File: config.mk
export PLATFORM = sky130hd
export DESIGN_NAME = vfind_any_eq
export DESIGN_NICKNAME = d
export VERILOG_FILES = /design/src/rtl/vfind_pkg.sv /design/src/rtl/vfind_lane_cmp.sv /design/src/rtl/vfind_first_pick.sv /design/src/rtl/vfind_result_fmt.sv /design/src/rtl/vfind_any_eq.sv
export SDC_FILE = /design/constraint.sdc
export NUM_CORES = 2
export LEC_CHECK = 0
export ABC_AREA = 0
export ABC_CLOCK_PERIOD_IN_PS = 800
export BUFFER_PORTS_ARGS = -buffer_cell sky130_fd_sc_hd__buf_2
export CAP_MARGIN = 5
export CORE_MARGIN = 8
export CORE_UTILIZATION = 35
export DETAILED_ROUTE_END_ITERATION = 12
export PLACE_DENSITY = 0.61
export RECOVER_POWER = 100
export SYNTH_ARGS = -nofsm -noshare
export SYNTH_HDL_FRONTEND = slang
export SYNTH_SLANG_ARGS = --single-unit
File: constraint.sdc
create_clock -name clk -period 0.8 [get_ports clk]
set_input_delay 0.08 -clock clk [delete_from_list [all_inputs] [get_ports clk]]
set_output_delay 0.08 -clock clk [all_outputs]
set_load 0.01 [all_outputs]
File: src/rtl/vfind_pkg.sv
package vfind_pkg;

  localparam int FAE_DATA_W = 128;
  localparam int FAE_BYTE_W = 8;

  typedef enum logic [1:0] {
    ESZ_BYTE = 2'd0,
    ESZ_HALF = 2'd1,
    ESZ_WORD = 2'd2,
    ESZ_WALT = 2'd3
  } esize_e;

  // Index into the per-size hit table: 0 byte, 1 half, 2 word.
  function automatic logic [1:0] size_slot(input logic [1:0] code);
    case (code)
      2'd0:    size_slot = 2'd0;
      2'd1:    size_slot = 2'd1;
      default: size_slot = 2'd2;
    endcase
  endfunction

  // Bytes per element for a given slot.
  function automatic int slot_bytes(input int slot);
    slot_bytes = 1 << slot;
  endfunction

endpackage

File: src/rtl/vfind_lane_cmp.sv
// All-pairs equality for one element width: hit[k] is set when search
// element k equals any set element.
module vfind_lane_cmp #(
  parameter int DATA_W = 128,
  parameter int ELEM_W = 8,
  localparam int LANES = DATA_W / ELEM_W
) (
  input  logic [DATA_W-1:0] srch,
  input  logic [DATA_W-1:0] setv,
  output logic [LANES-1:0]  hit
);

  logic [LANES-1:0][LANES-1:0] pair_eq;

  for (genvar k = 0; k < LANES; k++) begin : g_srch
    for (genvar m = 0; m < LANES; m++) begin : g_set
      assign pair_eq[k][m] =
        (srch[DATA_W-1-k*ELEM_W -: ELEM_W] == setv[DATA_W-1-m*ELEM_W -: ELEM_W]);
    end
    assign hit[k] = |pair_eq[k];
  end

endmodule

File: src/rtl/vfind_first_pick.sv
// Priority encoder: lowest-numbered set bit wins; NPOS when none.
module vfind_first_pick #(
  parameter int NPOS = 16,
  localparam int OFF_W = $clog2(NPOS) + 1
) (
  input  logic [NPOS-1:0]  hit,
  output logic [OFF_W-1:0] pos,
  output logic             any
);

  always_comb begin
    pos = OFF_W'(NPOS);
    for (int b = NPOS - 1; b >= 0; b--) begin
      if (hit[b]) pos = OFF_W'(b);
    end
  end

  assign any = |hit;

endmodule

File: src/rtl/vfind_result_fmt.sv
// Places the offset right-justified in the leftmost half of the result.
module vfind_result_fmt #(
  parameter int DATA_W = 128,
  parameter int OFF_W  = 5
) (
  input  logic [OFF_W-1:0]  off,
  output logic [DATA_W-1:0] res
);

  localparam int HALF = DATA_W / 2;

  always_comb begin
    res = '0;
    res[HALF +: OFF_W] = off;
  end

endmodule

File: src/rtl/vfind_any_eq.sv
module vfind_any_eq #(
  parameter int DATA_W = vfind_pkg::FAE_DATA_W,
  parameter int BYTE_W = vfind_pkg::FAE_BYTE_W
) (
  input  logic              clk,
  input  logic              rst_n,
  input  logic              in_valid,
  input  logic [DATA_W-1:0] srch_vec,
  input  logic [DATA_W-1:0] set_vec,
  input  logic [1:0]        elem_size,
  output logic              out_valid,
  output logic              found,
  output logic [DATA_W-1:0] result
);
  import vfind_pkg::*;

  localparam int NBYTES    = DATA_W / BYTE_W;
  localparam int OFF_W     = $clog2(NBYTES) + 1;
  localparam int NUM_SIZES = 3;

  // Byte-position hit map for every supported width.
  logic [NUM_SIZES-1:0][NBYTES-1:0] spread;

  for (genvar g = 0; g < NUM_SIZES; g++) begin : g_size
    localparam int EB    = 1 << g;
    localparam int LANES = NBYTES / EB;
    logic [LANES-1:0] lane_hit;

    vfind_lane_cmp #(
      .DATA_W (DATA_W),
      .ELEM_W (EB * BYTE_W)
    ) u_cmp (
      .srch (srch_vec),
      .setv (set_vec),
      .hit  (lane_hit)
    );

    for (genvar b = 0; b < NBYTES; b++) begin : g_pos
      if (b % EB == 0) begin : g_lead
        assign spread[g][b] = lane_hit[b / EB];
      end else begin : g_tail
        assign spread[g][b] = 1'b0;
      end
    end
  end

  // Named internal events, also observed by the checker.
  logic [1:0]        slot_w;
  logic [NBYTES-1:0] byte_hit_w;
  logic [OFF_W-1:0]  first_off_w;
  logic              any_hit_w;
  logic [DATA_W-1:0] fmt_w;

  assign slot_w     = size_slot(elem_size);
  assign byte_hit_w = spread[slot_w];

  vfind_first_pick #(.NPOS(NBYTES)) u_pick (
    .hit (byte_hit_w),
    .pos (first_off_w),
    .any (any_hit_w)
  );

  vfind_result_fmt #(.DATA_W(DATA_W), .OFF_W(OFF_W)) u_fmt (
    .off (first_off_w),
    .res (fmt_w)
  );

  always_ff @(posedge clk or negedge rst_n) begin
    if (!rst_n) begin
      out_valid <= 1'b0;
      found     <= 1'b0;
      result    <= '0;
    end else begin
      out_valid <= in_valid;
      if (in_valid) begin
        found  <= any_hit_w;
        result <= fmt_w;
      end
    end
  end

endmodule

==> results.md <==
* TritonCTS buffer count at 3
* Final GP Congestion at 1.13
* Mean Syn Cell Area at 8.03 sq um
* Setup Skew at 0 ps
* XOR/XNOR Fraction of Synth Area at 61.2%
* Slew Viols, Final at 0
* Period minus WS final at 2480 ps
* Final Power at 29500 uW
* Mux cell area share after synthesis at 0.0384%
* Clock Tree Buf Depth at 2
* Max-Slew Margin vs Limit at 57.1%
* Pwr per Cell Area at 711 mW/mm^2
* R2R Setup Slk at -50 ps
* Hold Path Depth at 2
* Peak supply drop at 0.000707 V
* Simple-Gate Fraction of Synth Area at 15.5%
* CTS clk-pin slew, worst paths at 60 ps
* R2r endpoint: result[66]
* Die area at 0.0932 sq mm
* Cell count after synthesis at 3648
* Leak pwr at 0.0168 uW
* Placed inst area at 0.0397 sq mm
* Crit Reg-Reg Startpoint: result[66]
* Sequential-to-total area share from yosys stat at 0.598%
* Adder-cell area share of the yosys netlist at 0%
* CP max FO at 5
* Outcome: complete, but fails checks
* Mapped cell area at 0.0293 sq mm
* Vias in the first global route at 31700
* PortBufs at 267
* CP Launch Type: input port
* TritonRoute pass-1 iters at 6
* Critical path endpoint category: flop
* Grt total ovfl at 0
* H-Tree Depth at 1
* Row count at 106
* Main synth FF type: dfrtp_1
* R2R cell count at 2
* DR DRC count at 0
* Synthesis Warnings at 0
* Wl on met1 at 74.4 mm
* 1st-iter DRT viols at 4448
* Width of the die at 305 um
* Synth top area cells: xor2_1 33%, xnor2_1 29%, buf_4 9.6%
* Final worst path period share at 309%
* Post-DR wirelength/cell at 34.3 um
* CTS Sinks at 7
* Via density per instance at 5.76
* Initial Utilization at 35.2%
* Post-route cell area at 0.0414 sq mm
* Synth unique cells at 61
* Final net count at 4883
* Pin count of the biggest net entering global routing at 14
* Min-delay src: in_valid
* Flops & latches, synth at 7
* Top cell type's share of synthesized area at 32.5%
* Final worst slack at -1680 ps
* Min-Delay Endpoint: out_valid
* Async SR Flop Fraction at 100%
* CTS tree: built
* Fmax at 404 MHz
* Max-cap violation count at 0
* Root buffer cell: clkbuf_16
* Failing checks: setup timing
* Layout cells sized above 1 at 34.5%
* WL met3 at 26.7 mm
* Min-Delay Path Class: input port to flop
* Critical path type: input port to flop
* Compound-Gate Fraction of Synth Area at 3.43%
* First-pass GRT wire length at 261 mm
* Core Area at 0.0833 sq mm
* Worst Path Arrival at 2600 ps
* GRT Util Overall at 39.4%
* Critical Path RT at 930 ps
* Routed Antenna Nets at 0
* Post-synth EDFFs at 0
* DP HPWL at 159 mm
* Antenna violations before repair at 6
* Fin. Hold Viols at 0
* Worst skew pair latency at 240 ps
* Routed Wire Length at 196 mm
* Main combinational cell family by area after synthesis: XOR/XNOR gates
* Routed met2 length at 76.8 mm
* RSZ-0062 raised after global routing: true
* Boundary pin count at 391
* Setup-failing EPs final at 13
* Via count at 32900
* Area leader, netlist: xor2_1
* P&R area growth vs syn at 41.4%
* Measured slew at the worst slew-check pin at 642 ps
* Die Ht at 305 um
* Uppermost layer routed: met5
==> flip-flops by register name (all words and copies together), names as in the netlist <==
register / cells
found: 1
out_valid: 1
result: 5
==> cell families (layout without fill, tap and decap cells) <==
kind of cell,count (synthesis),count (layout)
XOR/XNOR,2048,2048
AND/OR/NAND/NOR,812,812
buffers and inverters,639,1490
AO/OA/AOI/OAI,140,140
flip-flops,7,7
other,1,125
multiplexers,1,1
==> cells in the final DEF, fill, tap and decap left out, drive strengths merged, types with 2 or more instances in the layout <==
| cell type | n |
|---|---|
| o22ai | 11 |
| diode | 2 |
| xnor2 | 960 |
| a211oi | 5 |
| nand2 | 116 |
| inv | 3 |
| nor4 | 296 |
| and3 | 2 |
| nor3 | 5 |
| o31ai | 4 |
| nor2 | 107 |
| o21ai | 25 |
| a41oi | 2 |
| o2bb2ai | 2 |
| a2111oi | 14 |
| a311oi | 2 |
| nor4b | 2 |
| o2111a | 2 |
| o2111ai | 12 |
| or4 | 4 |
| a22oi | 6 |
| a31o | 6 |
| a31oi | 5 |
| xor2 | 1088 |
| clkbuf | 9 |
| dfrtp | 7 |
| buf | 1477 |
| nand4 | 264 |
| o31a | 2 |
| a32oi | 2 |
| o221ai | 4 |
| and2 | 2 |
| o211ai | 4 |
| conb | 123 |
| nand3 | 7 |
| o41ai | 2 |
| a21oi | 22 |
==> cells in the mapped netlist (6+ instances only) <==
master	number
o21ai_0	24
buf_8	18
nor4_1	295
nand3_1	7
buf_4	375
a21oi_1	22
buf_2	35
xnor2_1	960
nand4_1	264
buf_6	206
dfrtp_1	7
a2111oi_0	13
nand2_1	116
a22oi_1	6
nor2_1	107
o22ai_1	11
xor2_1	1088
o2111ai_1	12
==> worst max-delay path, stage by stage <==
cell and delay [ps]:
buf_2 160, buf_12 160, buf_4 160, xor2_1 160, nor4_1 270, nand2_1 270
o221ai_1 390, or4_4 210, o21ai_4 50, o2111a_2 310, and3_4 180, a22o_1 190
==> timing repair <==
action                                  4_1_cts  5_1_grt
endpoints found under the setup margin       13       13
buffers inserted                             43       21
hold endpoints to repair                      7        0
gates resized for setup                     213       63
cloned                                        0        0
pin swaps                                    83       22
hold buffers                                  1        0
==> through the flow <==
step	setup WS, ps	instances	TNS, ps	utilization (%)	hold WS (ps)
final	-1680	5703	-10730	49.7	223
after global routing	-1700	5701	-11020	49.7	203
after CTS	-1580	5680	-9990	49.1	122
after detailed placement	-2360	5638	-13890	47.7	-28.1
after global placement	-2380	5638	-13990	47.7	-31.2
after floorplan	-1270	3770	-7340	-	-216
==> where the power goes <==
part	internal [uW]	switching, uW	total (uW)
combinational	12800	15200	27900
sequential	411	110	521
clock	675	342	1020
==> area by class of cell <==
class | count | area, sq um
Multi-Input combinational cell | 3124 | 24700
Antenna cell | 2 | 5.00
Clock buffer | 4 | 78.8
Tap cell | 1080 | 1350
Sequential cell | 7 | 179
Timing Repair Buffer | 1483 | 15100
Fill cell | 7935 | 41900
Inverter | 3 | 11.3
==> routing by layer <==
layer | vias up | global-route usage, %
met3 | 771 | 13.6
met1 | 15700 | 49.5
met5 | - | 0
met4 | 4 | 26.9
li1 | 13600 | -
met2 | 2760 | 56.0
==> worst max-delay path by stage <==
stage	endpoint	from	slack (ps)
2_1_floorplan	result[68]	srch_vec[104]	-1270
3_3_place_gp	result[66]	set_vec[48]	-2380
3_5_place_dp	result[68]	set_vec[5]	-2360
4_1_cts	result[66]	set_vec[116]	-1580
5_1_grt	result[66]	set_vec[33]	-1700
6_report	result[68]	set_vec[114]	-1680
Power figures use the tool's default switching activity.
